<file path="config.mk">
export PLATFORM = sky130hd
export DESIGN_NAME = prog_ctr_unit
export DESIGN_NICKNAME = d
export VERILOG_FILES = /design/src/rtl/pc_pkg.sv /design/src/rtl/pc_ret_stack.sv /design/src/rtl/pc_next_calc.sv /design/src/rtl/prog_ctr_unit.sv
export SDC_FILE = /design/constraint.sdc
export NUM_CORES = 1
export LEC_CHECK = 0
export BUFFER_PORTS_ARGS = -buffer_cell sky130_fd_sc_hd__buf_2
export CORE_UTILIZATION = 55
export DETAILED_ROUTE_END_ITERATION = 7
export PLACE_DENSITY = 0.74
export RECOVER_POWER = 100
export SETUP_SLACK_MARGIN = 0.5
export SKIP_LAST_GASP = 1
export SLEW_MARGIN = 20
export SYNTH_ARGS = -nofsm -noshare
export SYNTH_HDL_FRONTEND = slang
export SYNTH_SLANG_ARGS = --single-unit
</file>
<file path="constraint.sdc">
create_clock -name clk_i -period 8.2 [get_ports clk_i]
set_clock_uncertainty 0.2 [all_clocks]
set_input_delay 0 -clock clk_i [delete_from_list [all_inputs] [get_ports clk_i]]
set_output_delay 0 -clock clk_i [all_outputs]
set_load 0.1 [all_outputs]
</file>
<file path="src/rtl/pc_pkg.sv">
package pc_pkg;
  typedef enum logic [3:0] {
    OP_STEP   = 4'd0,
    OP_SKIP   = 4'd1,
    OP_JUMP   = 4'd2,
    OP_CALL   = 4'd3,
    OP_PCLWR  = 4'd4,
    OP_BRA    = 4'd5,
    OP_BRW    = 4'd6,
    OP_CALLW  = 4'd7,
    OP_RET    = 4'd8,
    OP_RETI   = 4'd9,
    OP_LATLIT = 4'd10,
    OP_LATWR  = 4'd11
  } pc_op_e;
endpackage

</file>
<file path="src/rtl/pc_ret_stack.sv">
module pc_ret_stack #(
  parameter int DEPTH = 8,
  parameter int W     = 15
) (
  input  logic         clk_i,
  input  logic         rst_ni,
  input  logic         push_i,
  input  logic         pop_i,
  input  logic [W-1:0] push_val_i,
  output logic [W-1:0] top_o
);
  localparam int PTR_W = (DEPTH > 1) ? $clog2(DEPTH) : 1;
  localparam logic [PTR_W-1:0] LAST = PTR_W'(DEPTH - 1);

  logic [W-1:0]     mem_q [DEPTH];
  logic [PTR_W-1:0] ptr_q, ptr_inc, ptr_dec;

  // ring pointer: no saturation, no error flag
  assign ptr_inc = (ptr_q == LAST) ? '0 : ptr_q + 1'b1;
  assign ptr_dec = (ptr_q == '0) ? LAST : ptr_q - 1'b1;
  assign top_o   = mem_q[ptr_dec];

  always_ff @(posedge clk_i or negedge rst_ni) begin
    if (!rst_ni) begin
      ptr_q <= '0;
      for (int i = 0; i < DEPTH; i++) mem_q[i] <= '0;
    end else if (push_i) begin
      mem_q[ptr_q] <= push_val_i;
      ptr_q        <= ptr_inc;
    end else if (pop_i) begin
      ptr_q <= ptr_dec;
    end
  end

  p_push_top_r11: assert property (@(posedge clk_i) disable iff (!rst_ni)
    push_i |=> top_o == $past(push_val_i));
  p_excl_r11: assert property (@(posedge clk_i) disable iff (!rst_ni)
    !(push_i && pop_i));
endmodule

</file>
<file path="src/rtl/pc_next_calc.sv">
module pc_next_calc
  import pc_pkg::*;
#(
  parameter int PC_W  = 15,
  parameter int LAT_W = 7,
  parameter int JMP_W = 11,
  parameter int BR_W  = 9,
  parameter int DAT_W = 8
) (
  input  pc_op_e           op_i,
  input  logic [PC_W-1:0]  pc_i,
  input  logic [LAT_W-1:0] latch_i,
  input  logic [JMP_W-1:0] lit_i,
  input  logic [DAT_W-1:0] w_i,
  input  logic [DAT_W-1:0] data_i,
  input  logic [PC_W-1:0]  top_i,
  output logic [PC_W-1:0]  nxt_o,
  output logic [PC_W-1:0]  ret_addr_o,
  output logic             push_o,
  output logic             pop_o
);
  localparam int HI_W  = PC_W - DAT_W;   // latch bits used above the low byte
  localparam int JHI_W = PC_W - JMP_W;   // latch bits used above an absolute field

  logic [PC_W-1:0] pc_inc, abs_tgt, pcl_tgt, w_tgt, bra_off, brw_off;

  assign pc_inc     = pc_i + 1'b1;
  assign ret_addr_o = pc_inc;
  assign pcl_tgt    = {latch_i[HI_W-1:0], data_i};
  assign w_tgt      = {latch_i[HI_W-1:0], w_i};
  assign bra_off    = {{(PC_W-BR_W){lit_i[BR_W-1]}}, lit_i[BR_W-1:0]};
  assign brw_off    = {{(PC_W-DAT_W){1'b0}}, w_i};

  generate
    if (JHI_W > 0) begin : g_paged
      assign abs_tgt = {latch_i[HI_W-1 -: JHI_W], lit_i};
    end else begin : g_flat
      assign abs_tgt = lit_i[PC_W-1:0];
    end
  endgenerate

  always_comb begin
    nxt_o  = pc_inc;
    push_o = 1'b0;
    pop_o  = 1'b0;
    case (op_i)
      OP_SKIP:          nxt_o = pc_i + 2'd2;
      OP_JUMP:          nxt_o = abs_tgt;
      OP_CALL:          begin nxt_o = abs_tgt; push_o = 1'b1; end
      OP_PCLWR:         nxt_o = pcl_tgt;
      OP_BRA:           nxt_o = pc_inc + bra_off;
      OP_BRW:           nxt_o = pc_inc + brw_off;
      OP_CALLW:         begin nxt_o = w_tgt; push_o = 1'b1; end
      OP_RET, OP_RETI:  begin nxt_o = top_i; pop_o = 1'b1; end
      default:          nxt_o = pc_inc;
    endcase
  end
endmodule

</file>
<file path="src/rtl/prog_ctr_unit.sv">
module prog_ctr_unit
  import pc_pkg::*;
#(
  parameter int PC_W  = 15,
  parameter int LAT_W = 7,
  parameter int JMP_W = 11,
  parameter int BR_W  = 9,
  parameter int DAT_W = 8,
  parameter int DEPTH = 8
) (
  input  logic             clk_i,
  input  logic             rst_ni,
  input  logic [3:0]       op_i,
  input  logic [JMP_W-1:0] lit_i,
  input  logic [DAT_W-1:0] w_i,
  input  logic [DAT_W-1:0] data_i,
  output logic [PC_W-1:0]  pc_o,
  output logic [DAT_W-1:0] pcl_o,
  output logic [LAT_W-1:0] latch_o,
  output logic             gie_set_o
);
  localparam int JHI_W = PC_W - JMP_W;

  pc_op_e          op;
  logic [PC_W-1:0] pc_q, pc_nxt, ret_addr, top;
  logic            push, pop;
  logic [LAT_W-1:0] latch_q;
  logic            gie_q;

  assign op = pc_op_e'(op_i);

  pc_next_calc #(
    .PC_W(PC_W), .LAT_W(LAT_W), .JMP_W(JMP_W), .BR_W(BR_W), .DAT_W(DAT_W)
  ) u_next (
    .op_i(op), .pc_i(pc_q), .latch_i(latch_q), .lit_i(lit_i), .w_i(w_i),
    .data_i(data_i), .top_i(top), .nxt_o(pc_nxt), .ret_addr_o(ret_addr),
    .push_o(push), .pop_o(pop)
  );

  pc_ret_stack #(.DEPTH(DEPTH), .W(PC_W)) u_stack (
    .clk_i(clk_i), .rst_ni(rst_ni), .push_i(push), .pop_i(pop),
    .push_val_i(ret_addr), .top_o(top)
  );

  always_ff @(posedge clk_i or negedge rst_ni) begin
    if (!rst_ni) begin
      pc_q    <= '0;
      latch_q <= '0;
      gie_q   <= 1'b0;
    end else begin
      pc_q  <= pc_nxt;
      gie_q <= (op == OP_RETI);
      if (op == OP_LATLIT)     latch_q <= lit_i[LAT_W-1:0];
      else if (op == OP_LATWR) latch_q <= data_i[LAT_W-1:0];
    end
  end

  assign pc_o      = pc_q;
  assign pcl_o     = pc_q[DAT_W-1:0];
  assign latch_o   = latch_q;
  assign gie_set_o = gie_q;

  p_step_r2: assert property (@(posedge clk_i) disable iff (!rst_ni)
    (op_i == 4'd0) |=> pc_o == $past(pc_o) + 1'b1);
  p_latch_hold_r10: assert property (@(posedge clk_i) disable iff (!rst_ni)
    (op_i != 4'd10 && op_i != 4'd11) |=> $stable(latch_o));
  p_jump_low_r4: assert property (@(posedge clk_i) disable iff (!rst_ni)
    (op_i == 4'd2) |=> pc_o[JMP_W-1:0] == $past(lit_i));
  p_pclwr_r3: assert property (@(posedge clk_i) disable iff (!rst_ni)
    (op_i == 4'd4) |=> pcl_o == $past(data_i));
  p_gie_src_r9: assert property (@(posedge clk_i) disable iff (!rst_ni)
    gie_set_o |-> $past(op_i) == 4'd9);
  p_gie_pulse_r9: assert property (@(posedge clk_i) disable iff (!rst_ni)
    (op_i == 4'd9) |=> gie_set_o);
  initial assert (JHI_W >= 0 && PC_W - DAT_W <= LAT_W);
endmodule

</file>
# Word level (Yosys, flattened, before mapping)
# Cells that the tools add are included.
[word_totals]
regBits = 146
latchBits = 0
mem_bits_rw = 0
romBits = 0
in_bits = 33
output_inout_bits = 31
wordCells = 57
mem_count = 0
[classes]
n_addsub = 6
mul = 0
div_mod_pow = 0
n_lt_le_gt_ge = 3
n_eq_ne = 12
shifts = 0
mux = 15
bitwise_logic = 2
reduce_logical = 7
[ops]
columns = ["op", "count"]
rows = [
  ["120-bit bitwise mux", 1],
  ["15-bit case mux with 7 select lines", 1],
  ["15-bit binary-select mux with 3-bit select", 1],
  ["15-bit demux with 3-bit select", 1],
  ["15-bit two-way mux", 3],
  ["4-bit by 3-bit equality test with 1-bit output (second input constant)", 4],
  ["4-bit equality test (second input constant)", 4],
  ["15-bit by 1-bit adder with 15-bit output (second input constant)", 1],
  ["15-bit adder", 1],
  ["15-bit by 2-bit adder with 15-bit output (second input constant)", 1],
  ["15-bit by 8-bit adder with 15-bit output", 1],
  ["7-bit two-way mux", 2],
  ["3-bit two-way mux", 4],
  ["4-bit by 2-bit equality test with 1-bit output (second input constant)", 2],
  ["4-bit greater-or-equal comparator (second input constant)", 2],
  ["3-bit inverter with 4-bit output", 2],
  ["2-bit OR reduction", 3],
  ["4-bit by 1-bit equality test with 1-bit output (second input constant)", 1],
  ["4-bit by 1-bit less-than comparator with 1-bit output (second input constant)", 1],
  ["2-bit nonzero test", 2],
  ["3-bit by 1-bit adder with 3-bit output (second input constant)", 1],
  ["3-bit equality test (second input constant)", 1],
  ["3-bit logical NOT", 1],
  ["3-bit by 1-bit subtractor with 3-bit output (second input constant)", 1],
  ["2 further kinds", 3],
]

# Logic depth before layout (Yosys ltp)
# Gate-level depths: netlist of run 1.
[depth]
ltp_word = 7
depth_mapped = 14
ltp_nobuf = 14

# By module
# Synthesis of run 1 repeated with hierarchy kept, for this count alone.
[unflattened]
cells_unflattened = 850
area_unflattened_um2 = 8916.1
[modules_own_cells]
columns = ["module", "instances", "cells_each", "area_each_um2", "seq_area_each_um2"]
rows = [
  ["pc_ret_stack", 1, 448, 5876.9, 3078.0],
  ["pc_next_calc", 1, 353, 2155.8, 0.0],
  ["prog_ctr_unit", 1, 49, 883.3, 575.6],
]

# Least setup slack after synthesis of run 1
# OpenSTA, ideal clock, no wires.
[synth_timing]
path_kind = "register -> register"
from = "register pc_q[0], in the netlist pc_o[0]"
to = "register pc_q[14], in the netlist pc_o[14]"
setup_time_ns = 0.120
arrival_ns = 3.829
t_required_ns = 7.880
slack_ns = 4.051
path_stages_with_launch = 14
n_path_buf = 0
period_less_slack_ns = 4.149
path_cell_list = "dfrtp_1 > ha_1 > nand2_1 > or3_1 > xor2_1 > inv_1 > ha_1 > nand2_1 > nor2_1 > a211oi_2 > a21oi_1 > mux2_4 > o21a_1 > o211a_1"
[synth_between]
elab_chain_len = 3
word_cells_on_any_way = 5
classes_between = "add/sub: 4; mux: 1"
[synth_lines]
columns = ["element", "line_no", "source"]
rows = [
  ["from (decl)", "prog_ctr_unit.sv:25", "logic [PC_W-1:0] pc_q, pc_nxt, ret_addr, top;"],
  ["from (signal assigned)", "prog_ctr_unit.sv:51", "pc_q <= pc_nxt;"],
  ["15-bit by 1-bit adder with 15-bit output", "pc_next_calc.sv:27", "assign pc_inc = pc_i + 1'b1;"],
  ["15-bit by 8-bit adder with 15-bit output or 15-bit adder (tied branches)", "pc_next_calc.sv:52, pc_next_calc.sv:51", ""],
  ["15-bit case mux with 7 select lines *", "pc_next_calc.sv:46", "case (op_i)"],
  ["via pc_nxt[14]", "prog_ctr_unit.sv:25", ""],
]
# Mark *: on every way through the listed nets, which the timed path passes. The rest lies on a longest branch.
# A chain may end at the register's enable or synchronous reset.

==> results.md, run 1 <==
- Maximum clock path buffer count: 2
- Vias/cell: 6.17
- Capture point of the worst reg-to-reg path: pc_o[14]$_DFF_PN0_
- Worst VDD drop: 0.231 mV
- GRT Util Overall: 30.7%
- Synth Area in Adders: 3.12%
- WHS Endpoint: pc_o[0]$_DFFE_PN0N_
- IO Pins: 64
- Routed length per instance: 19.6 um
- Chip Height: 127 um
- Fraction of layout cells with a size suffix above 1: 9.34%
- Fin crit share: 65.7%
- Post-synthesis cell count: 957
- Syn_area_per_cell: 8.95 um^2
- CP max stage delay: 3370 ps
- Die X: 127 um
- Crit path max fanout: 87
- Initial Utilization: 56.4%
- Max cap viols: 3
- Total wire length after detailed routing: 23.6 mm
- Slew Viols, Final: 118
- Critical path class: in -> async
- RSZ-0062 raised after global routing: false
- Overflow after GRT: 0
- CTS buffer count: 17
- Number of global-route vias before repair: 6949
- Worst-Skew Late Latency: 430 ps
- Iter 0 DRT Violations: 834
- Drc violations: 0
- Mux cell area share after synthesis: 9.75%
- Yosys warns: 0
- Die area: 16100 um^2
- Initial antenna violation count: 0
- # port buffers: 63
- Fin worst setup slack: 2810 ps
- Status: finished with violations
- Slew margin rel.: -224%
- Drt pass-1 iters: 5
- CTS hold repair buffers: 24
- Clock sinks: 146
- Post-CTS Resized: 0
- Post-CTS Setup Bufs: 0
- Worst reg2reg startpoint: pc_o[0]$_DFFE_PN0N_
- CP max-delay cell: clkbuf_1
- CTS tree: yes
- Fmax: 186 MHz
- Fin. Hold Viols: 0
- Worst reg2reg path depth: 13
- Main combinational cell family by area after synthesis: compound AO/OA/AOI/OAI gates
- HP Class: in -> reg
- GP Congestion: 0.953
- Clock root buffer: clkbuf_16
- Failing checks: max-capacitance violations, max-slew violations
- R2r setup slk: 3790 ps
- Yosys top cell area share: 42.6%
- Synth unique cells: 64
- Area growth, synth to finish: 12.6%
- Synthesized cell area: 8570 um^2
- Vias: 7433
- Worst endpoint data arrival time: 5470 ps
- Prevailing post-synth register cell: dfrtp_1
- Nets: 1057
- Place WS: 4000 ps
- Register bit total from synthesis: 146
- Hold Startpoint: w_i[0]
- Post-Synth XOR/XNOR Area: 4.53%
- P_leak: 0.00430 uW
- Number of synthesized flops with an enable pin: 0
- Synth Area in Compound Gates: 20.1%
- First-pass GRT wire length: 37.5 mm
- Sequential-to-total area share from yosys stat: 42.6%
- Area contributors post-synth: dfrtp_1 43%, a21oi_1 6.5%, o21ai_0 6.1%
- # diodes: 0
- Pwr Density: 410 nW/um^2
- Simple-gate area share of the yosys netlist: 14.7%
- Area leader, netlist: dfrtp_1
- Fin Setup TNS: 0 ps
- Largest net degree at the start of global routing: 88
- Final min period: 5390 ps
- Net Count, Synth: 1010
- Reg area: 3650 um^2
- Crit-path cells: dlygate4sd3_1 > clkbuf_1 > clkbuf_2
- Worst setup EP type: async pin
- Type of origin of the critical path: primary input
- Worst-Margin Slew: 4850 ps
- Core Box Area: 15200 um^2
- H-tree Lvls: 4
- Finish-stage setup viols: 0
- Worst-path clk slew: 60 ps
- Fillers: 1298
- # rows: 45
- Utilization after layout: 63.5%
- Final HPWL DP: 15.5 mm
- Final ANT Viol Nets: 0
- Multi-input logic area: 4440 um^2
- Required @ worst endpoint: 8280 ps
- Worst hold stages: 6
- Async SR Flop Fraction: 100%
-- sequential cells by signal, summed over array words and instances (netlist names) --
name and count:
pc_o 15, u_stack.ptr_q 3, latch_o 7, u_stack.mem_q 120
gie_set_o 1
-- area by class of cell --
class | count | area share, %
clock buffers | 18 | 4.55
clock inverters | 14 | 1.84
inverters | 31 | 1.28
multi-input cells | 710 | 46.1
flip-flops and latches | 146 | 37.9
well taps | 188 | 2.44
repair buffers | 98 | 5.96
-- cells in the mapped netlist, drive strengths merged (2+ instances only) --
library cell  number
nor4               4
o22ai              4
nor2              81
buf               22
a2bb2oi            4
inv               28
a211oi            18
a21oi            112
mux4               7
o221ai             6
mux2              16
clkbuf            48
a2111oi            2
o221a              2
nor2b             11
and2               2
a31oi              7
o21bai             2
a32oi              3
a21o               6
xnor2             18
dfrtp            146
nor3              15
nor3b              2
nand4              7
o21ai            104
a221oi             5
clkinv             3
a22oi              3
mux2i             49
a21boi             2
nand2b             3
or3                4
and3              11
ha                19
o2111ai            2
o211ai             3
nand3             13
a221o              3
xnor3              4
xor2              16
nand2            127
-- placed cells by master, fill, tap and decap left out, drive strengths merged, types with 4 or more instances in the layout --
master | netlist | routed
dfrtp | 146 | 146
nand2 | 127 | 127
a21oi | 112 | 112
o21ai | 104 | 104
nor2 | 81 | 81
clkbuf | 48 | 57
mux2i | 49 | 49
buf | 22 | 35
inv | 28 | 32
dlygate4sd3 | 0 | 24
ha | 19 | 19
xnor2 | 18 | 18
a211oi | 18 | 18
xor2 | 16 | 16
mux2 | 16 | 16
nor3 | 15 | 15
nand3 | 13 | 13
and3 | 11 | 11
nor2b | 11 | 11
nand4 | 7 | 7
a31oi | 7 | 7
mux4 | 7 | 7
o221ai | 6 | 6
a21o | 6 | 6
clkinv | 3 | 6
a221oi | 5 | 5
nor4 | 4 | 4
or3 | 4 | 4
xnor3 | 4 | 4
a2bb2oi | 4 | 4
o22ai | 4 | 4
clkinvlp | 0 | 4
-- report_power, final --
group / total (uW) / internal (uW) / switching [uW]
Sequential: 1250 / 1020 / 227
Clock: 811 / 490 / 321
Combinational: 1890 / 639 / 1250
Total: 3950 / 2150 / 1800
-- worst max path at each step --
stage | start | end | slack, ps | cells past startpoint
2_1_floorplan | pc_o[0]$_DFFE_PN0N_ | pc_o[14]$_DFF_PN0_ | 4050 | 13
3_3_place_gp | pc_o[0]$_DFFE_PN0N_ | pc_o[14]$_DFF_PN0_ | 4110 | 13
3_5_place_dp | pc_o[0]$_DFFE_PN0N_ | pc_o[14]$_DFF_PN0_ | 4000 | 13
4_1_cts | pc_o[0]$_DFFE_PN0N_ | pc_o[14]$_DFF_PN0_ | 3980 | 13
5_1_grt | rst_ni | u_stack.mem_q[62]$_DFFE_PN0P_ | 1820 | 3
6_report | rst_ni | u_stack.mem_q[77]$_DFFE_PN0P_ | 2810 | 3
-- worst max-delay path, delay by kind of cell --
kind	cells	cell delay, ps
buffers and inverters	3	5400
-- layer usage --
metal,global-route usage (%),routed length [um]
met5,0,0
met1,42.3,10300
met2,47.0,10600
met3,5.69,1820
met4,14.8,821
-- cell families after synthesis --
group	after synthesis
AOI/OAI and AO/OA	295
xor gates and xnor gates	38
adders and majority gates	21
buffers and inverters	101
DFF	146
muxes	72
and+or+nand+nor	284
-- metrics by stage --
stage                     total power [uW]  area (um^2)  cells  hold WS [ps]
final                                 3950         9650   1205          21.3
after global placement                3090         8900   1147         -87.0
after floorplan                       2690         8570    957          -496
after detailed placement              3130         8910   1147         -88.0
after CTS                             3960         9770   1203          3.75
after global routing                  4180         9650   1205          48.1
Power figures use the tool's default switching activity.
==> run 2, diff against run 1 <==
Clock period 8.2 ns to 5.2 ns, I/O delays scaled along.
==> results.md, run 2 (synthesis gave the netlist of run 1 again) <==
- Status: finished with violations (unchanged)
- Failing checks: negative hold slack, max-capacitance violations, max-slew violations (was max-capacitance violations, max-slew violations)
- Slew margin rel.: -75.3% (was -224%)
- Die X: 127 um (unchanged)
- H-tree Lvls: 4 (unchanged)
- Crit-path cells: dlygate4sd3_1 > clkbuf_1 > clkinv_1 > nor3_1 > nand2_1 > nor3_4 > clkbuf_1 > a21oi_1 (was dlygate4sd3_1 > clkbuf_1 > clkbuf_2)
- Hold WS: -1.21 ps (was 21.3 ps)
- CP max-delay cell: clkbuf_1 (unchanged)
- Die area: 16100 um^2 (unchanged)
- Vias/cell: 6.24 (was 6.17)
- M1 WL: 10.5 mm (was 10.3 mm)
- Clock sinks: 146 (unchanged)
- Fin crit share: 87.6%
- Critical path class: in -> reg (was in -> async)
- Initial Utilization: 56.4% (unchanged)
- Finish-stage setup viols: 0 (unchanged)
- Fraction of layout cells with a size suffix above 1: 10.3% (was 9.34%)
- Pwr Density: 658 nW/um^2 (was 410 nW/um^2)
- CTS tree: yes (unchanged)
- Fin Setup TNS: 0 ps (unchanged)
- # rows: 45 (unchanged)
- Largest net degree at the start of global routing: 107 (was 88)
- Number of global-route vias before repair: 7038 (was 6949)
- P_sw: 2870 uW (was 1800 uW)
- Area growth, synth to finish: 13.9% (was 12.6%)
- Worst reg2reg path depth: 13 (unchanged)
- Slew Viols, Final: 107 (was 118)
- Hold Startpoint: w_i[1] (was w_i[0])
- HP Class: in -> reg (unchanged)
- Final HPWL DP: 16.3 mm (was 15.5 mm)
- Finished Cell Area: 9760 um^2 (was 9650 um^2)
- Fin. Hold Viols: 1 (was 0)
- Final ANT Viol Nets: 0 (unchanged)
- # port buffers: 63 (unchanged)
- Chip Height: 127 um (unchanged)
- Nets: 1060 (was 1057)
- Worst setup EP type: flip-flop (was async pin)
- Initial antenna violation count: 0 (unchanged)
- Total power: 6430 uW (was 3950 uW)
- Critical path origin: op_i[0] (was rst_ni)
- P_leak: 0.00436 uW (was 0.00430 uW)
- Met2 WL post-DR: 11.0 mm (was 10.6 mm)
- Total wire length after detailed routing: 24.4 mm (was 23.6 mm)
- Routed length per instance: 20.2 um (was 19.6 um)
- Worst-path clk slew: 70 ps (was 60 ps)
- R2r setup slk: 790 ps (was 3790 ps)
- CTS buffer count: 17 (unchanged)
- Drt pass-1 iters: 5 (unchanged)
- Dpl cell area: 8970 um^2 (was 8910 um^2)
- Clock root buffer: clkbuf_16 (unchanged)
- GRT Util Overall: 31.4% (was 30.7%)
- Worst endpoint data arrival time: 4590 ps (was 5470 ps)
- Post-CTS Resized: 0 (unchanged)
- GP Congestion: 1.04 (was 0.953)
- Max FFs per register: 120 (unchanged)
- Reg power frac: 30.7% (was 31.6%)
- Overflow after GRT: 0 (unchanged)
- Worst reg2reg startpoint: pc_o[0]$_DFFE_PN0N_ (unchanged)
- # diodes: 0 (unchanged)
- Worst VDD drop: 0.328 mV (was 0.231 mV)
- Required @ worst endpoint: 5240 ps (was 8280 ps)
- Worst hold stages: 6 (unchanged)
- IO Pins: 64 (unchanged)
- Core Box Area: 15200 um^2 (unchanged)
- First-pass GRT wire length: 38.2 mm (was 37.5 mm)
- Logic gate share of total power: 47.5% (was 47.9%)
- Max Used Layer: met4 (unchanged)
- Commonest non-fill, non-tap cell in the layout: dfrtp_1 (unchanged)
- Vias: 7533 (was 7433)
- Switching Share: 44.7% (was 45.6%)
- CP endpoint: u_stack.mem_q[14]$_DFFE_PN0P_ (was u_stack.mem_q[77]$_DFFE_PN0P_)
- Critical path's most frequent cell: clkbuf_1
- Most flop-heavy register: u_stack.mem_q (unchanged)
- Maximum clock path buffer count: 2 (unchanged)
- Crit path max fanout: 23 (was 87)
- Iter 0 DRT Violations: 874 (was 834)
- CP max stage delay: 860 ps (was 3370 ps)
- Most frequent cells in the layout: 145 x dfrtp_1, 127 x nand2_1, 112 x a21oi_1, 104 x o21ai_0, 81 x nor2_1 (unchanged)
- Final min period: 4550 ps
- Worst-Skew Late Latency: 430 ps (about the same)
- Type of origin of the critical path: primary input (unchanged)
- Drc violations: 0 (unchanged)
- RSZ-0062 raised after global routing: false (unchanged)
- Met3 WL post-DR: 2.15 mm (was 1.82 mm)
- Max cap viols: 1 (was 3)
- Worst-Margin Slew: 2630 ps (was 4850 ps)
- Internal power: 3560 uW (was 2150 uW)
- Capture point of the worst reg-to-reg path: pc_o[14]$_DFF_PN0_ (unchanged)
- Fmax: 220 MHz
- Clock power share: 21.8% (was 20.5%)
## run 2: power groups by stage
stage / logic, uW / registers [uW] / clock network [uW]
2_1_floorplan: 2010 / 2230 / 0
3_3_place_gp: 2970 / 1960 / 0
3_5_place_dp: 3030 / 1970 / 0
4_1_cts: 3070 / 1960 / 1410
5_1_grt: 3320 / 2020 / 1460
6_report: 3060 / 1970 / 1400
## run 2: area by class of cell
type / instances / area (um^2)
sequential: 146 / 3650
clock inverter: 11 / 199
multi-input combinational: 710 / 4480
tap: 188 / 235
clock buffer: 21 / 480
timing repair buffer: 101 / 586
inverter: 31 / 124
fill: 1288 / 5440
## run 2: critical path, delay by kind of cell
family,cells,cell delay [ps]
AND/OR/NAND/NOR,3,1680
AO/OA/AOI/OAI,1,210
buffers and inverters,4,2690
## run 2: how the worst min path moves through the flow
| stage | end |
|---|---|
| after floorplan | gie_set_o$_DFF_PN0_ |
| after global placement | latch_o[2]$_DFFE_PN0P_ |
| after detailed placement | latch_o[2]$_DFFE_PN0P_ |
| after CTS | pc_o[1]$_DFF_PN0_ |
| after global routing | pc_o[0]$_DFFE_PN0N_ |
| final | pc_o[1]$_DFF_PN0_ |
## run 2: stage by stage
stage          util, %  std cells  setup WS, ps
6_report          64.2       1208           647
5_1_grt           64.2       1208           452
4_1_cts           64.9       1208          1000
3_5_place_dp      59.0       1155          1080
3_3_place_gp      59.0       1155          1230
2_1_floorplan        -        957          1050
## run 2: timing repair
| item | 4_1_cts | 5_1_grt |
|---|---|---|
| hold endpoints to repair | 119 | 0 |
| buffers inserted | 0 | 0 |
| hold buffers | 21 | 0 |
## run 2: routing by layer
metal | track usage, % | vias to the layer above
met4 | 13.0 | 0
li1 | - | 3491
met1 | 43.9 | 3581
met3 | 5.48 | 55
met5 | 0 | -
met2 | 48.4 | 406
==> run 3, diff against run 2 <==
Settings changed: CELL_PAD_IN_SITES_DETAIL_PLACEMENT set to 0, CELL_PAD_IN_SITES_GLOBAL_PLACEMENT set to 1, CORE_MARGIN set to 2, CORE_UTILIZATION 55 to 47, PLACE_DENSITY 0.74 to 0.81.
==> results.md, run 3 (synthesis gave the netlist of run 1 again) <==
- Worst reg2reg startpoint: pc_o[2]$_DFF_PN0_ (was pc_o[0]$_DFFE_PN0N_)
- Placed insts: 1202 (was 1155)
- Final cell count without fillers: 1256 (was 1208)
- Required @ worst endpoint: 5260 ps (was 5240 ps)
- Area growth, synth to finish: 14.6% (was 13.9%)
- Capture point of the worst reg-to-reg path: pc_o[14]$_DFF_PN0_ (unchanged)
- Post-CTS Resized: 0 (unchanged)
- Fillers: 1681 (was 1288)
- Switching Share: 45.6% (was 44.7%)
- CP max stage delay: 840 ps (was 860 ps)
- Hold Startpoint: lit_i[6] (was w_i[1])
- Fin. Hold Viols: 0 (was 1)
- Initial Utilization: 47.9% (was 56.4%)
- Total wire length after detailed routing: 25.0 mm (was 24.4 mm)
- Most flop-heavy register: u_stack.mem_q (unchanged)
- Initial antenna violation count: 0 (unchanged)
- Critical path class: in -> reg (unchanged)
- Finish-stage setup viols: 0 (unchanged)
- Drt pass-1 iters: 5 (unchanged)
- Worst-path clk slew: 60 ps (was 70 ps)
- Largest net degree at the start of global routing: 92 (was 107)
- Fin crit share: 83.1% (was 87.6%)
- Failing checks: max-capacitance violations, max-slew violations (was negative hold slack, max-capacitance violations, max-slew violations)
- Iter 0 DRT Violations: 605 (was 874)
- Clock sinks: 146 (unchanged)
- Multi-input logic area: 4510 um^2 (was 4480 um^2)
- Maximum clock path buffer count: 2 (unchanged)
- Crit-path cells: dlygate4sd3_1 > clkbuf_1 > clkinv_1 > nor3_1 > nand2_1 > nor3_4 > clkbuf_1 > a21oi_1 (unchanged)
- Fmax: 231 MHz (was 220 MHz)
- Status: finished with violations (unchanged)
- Chip Height: 139 um (was 127 um)
- H-tree Lvls: 4 (unchanged)
- First-pass GRT wire length: 39.9 mm (was 38.2 mm)
- Nets: 1067 (was 1060)
- P_leak: 0.00436 uW (about the same)
- Drc violations: 0 (unchanged)
- Reg area: 3650 um^2 (unchanged)
- WHS Endpoint: pc_o[6]$_DFF_PN0_ (was pc_o[1]$_DFF_PN0_)
- Vias/cell: 5.79 (was 6.24)
- Routed length per instance: 19.9 um (was 20.2 um)
- IO Pins: 64 (unchanged)
- Worst-Skew Late Latency: 430 ps (about the same)
- Vias: 7269 (was 7533)
- Logic gate share of total power: 49.1% (was 47.5%)
- CP max-delay cell: clkbuf_1 (unchanged)
- Core Box Area: 17900 um^2 (was 15200 um^2)
- Pwr Density: 641 nW/um^2 (was 658 nW/um^2)
- Slew Viols, Final: 121 (was 107)
- Fraction of layout cells with a size suffix above 1: 10.7% (was 10.3%)
- GRT Util Overall: 26.5% (was 31.4%)
- Final min period: 4320 ps (was 4550 ps)
- Die X: 139 um (was 127 um)
- Internal power: 3420 uW (was 3560 uW)
- Commonest non-fill, non-tap cell in the layout: dfrtp_1 (unchanged)
- Worst hold stages: 5 (was 6)
- CTS buffer count: 17 (unchanged)
- Type of origin of the critical path: primary input (unchanged)
- Final ANT Viol Nets: 0 (unchanged)
- Fin Setup TNS: 0 ps (unchanged)
- Clock power share: 19.9% (was 21.8%)
- HP Class: in -> reg (unchanged)
- Critical path's most frequent cell: clkbuf_1 (unchanged)
- Worst setup EP type: flip-flop (unchanged)
- Reg power frac: 31.0% (was 30.7%)
- Crit path max fanout: 23 (unchanged)
- Worst reg2reg path depth: 13 (unchanged)
- Fin worst setup slack: 878 ps (was 647 ps)
- R2r setup slk: 1240 ps (was 790 ps)
- Overflow after GRT: 0 (unchanged)
- Dpl cell area: 9060 um^2 (was 8970 um^2)
- P_sw: 2870 uW (about the same)
- Finished Cell Area: 9820 um^2 (was 9760 um^2)
- Place WS: 1250 ps (was 1080 ps)
- GP Congestion: 0.911 (was 1.04)
- Slew margin rel.: -57.9% (was -75.3%)
- Worst endpoint data arrival time: 4390 ps (was 4590 ps)
- Worst-Margin Slew: 2370 ps (was 2630 ps)
- RSZ-0062 raised after global routing: false (unchanged)
- CTS tree: yes (unchanged)
- Worst VDD drop: 0.493 mV (was 0.328 mV)
- Die area: 19300 um^2 (was 16100 um^2)
- Final HPWL DP: 17.0 mm (was 16.3 mm)
- # rows: 49 (was 45)
- Clock root buffer: clkbuf_16 (unchanged)
- # diodes: 0 (unchanged)
- Number of global-route vias before repair: 7066 (was 7038)
- Max cap viols: 2 (was 1)
- Most frequent cells in the layout: 145 x dfrtp_1, 127 x nand2_1, 112 x a21oi_1, 104 x o21ai_0, 81 x nor2_1 (unchanged)
- # port buffers: 63 (unchanged)
- Max FFs per register: 120 (unchanged)
## run 3: cell types whose count changed in the layout (fill, tap and decap cells not counted), moves of 2 or more
| cell | delta |
|---|---|
| bufinv_16 | -3 |
| buf_4 | +6 |
| clkbuf_1 | +3 |
| inv_6 | +2 |
## run 3: critical path: cells and delay by family
kind / cells / cell delay, ps
and+or+nand+nor: 3 / 1840
AOI/OAI and AO/OA: 1 / 130
buffers and inverters: 4 / 2390
## run 3: how the worst max path moves through the flow
| stage | start | to | slack, ps | cells past startpoint |
|---|---|---|---|---|
| 2_1_floorplan | pc_o[0]$_DFFE_PN0N_ | pc_o[14]$_DFF_PN0_ | 1050 | 13 |
| 3_3_place_gp | op_i[2] | pc_o[14]$_DFF_PN0_ | 1340 | 13 |
| 3_5_place_dp | op_i[2] | pc_o[14]$_DFF_PN0_ | 1250 | 13 |
| 4_1_cts | op_i[0] | pc_o[14]$_DFF_PN0_ | 1290 | 14 |
| 5_1_grt | op_i[0] | u_stack.mem_q[43]$_DFFE_PN0P_ | 520 | 9 |
| 6_report | op_i[0] | u_stack.mem_q[36]$_DFFE_PN0P_ | 880 | 8 |
## run 3: layer usage
metal | vias to the layer above | global-route usage [%] | wire length, um
met3 | 41 | 5.73 | 1820
met2 | 262 | 42.2 | 11400
met5 | - | 0 | 0
met4 | 0 | 8.88 | 558
met1 | 3457 | 36.2 | 11200
li1 | 3509 | - | -
## run 3: power groups by stage
stage               clock network, uW  registers [uW]  logic (uW)
finish                           1250            1950        3090
detailed placement                  0            1960        3090
global placement                    0            1940        3050
floorplan                           0            2230        2010
global route                     1320            2010        3360
CTS                              1270            1940        3110
## run 3: final cells by class
type / count / share of cell area (%)
multi-input cells: 710 / 45.9
flip-flops and latches: 146 / 37.2
repair buffers: 108 / 6.51
clock buffers: 23 / 4.97
well taps: 229 / 2.92
inverters: 31 / 1.26
clock inverters: 9 / 1.21
## run 3: through the flow
stage | hold slack, ps | utilization (%) | total power [uW]
final | 21.2 | 54.8 | 6290
after global routing | 47.5 | 54.8 | 6690
after CTS | 7.32 | 55.2 | 6320
after detailed placement | -60.6 | 50.6 | 5040
after global placement | -65.4 | 50.6 | 5000
after floorplan | -496 | - | 4240
## run 3: timing repair
action,in CTS,in global routing
setup endpoints to repair,0,0
endpoints found under the hold margin,104,0
setup buffers,0,0
hold buffers,22,0
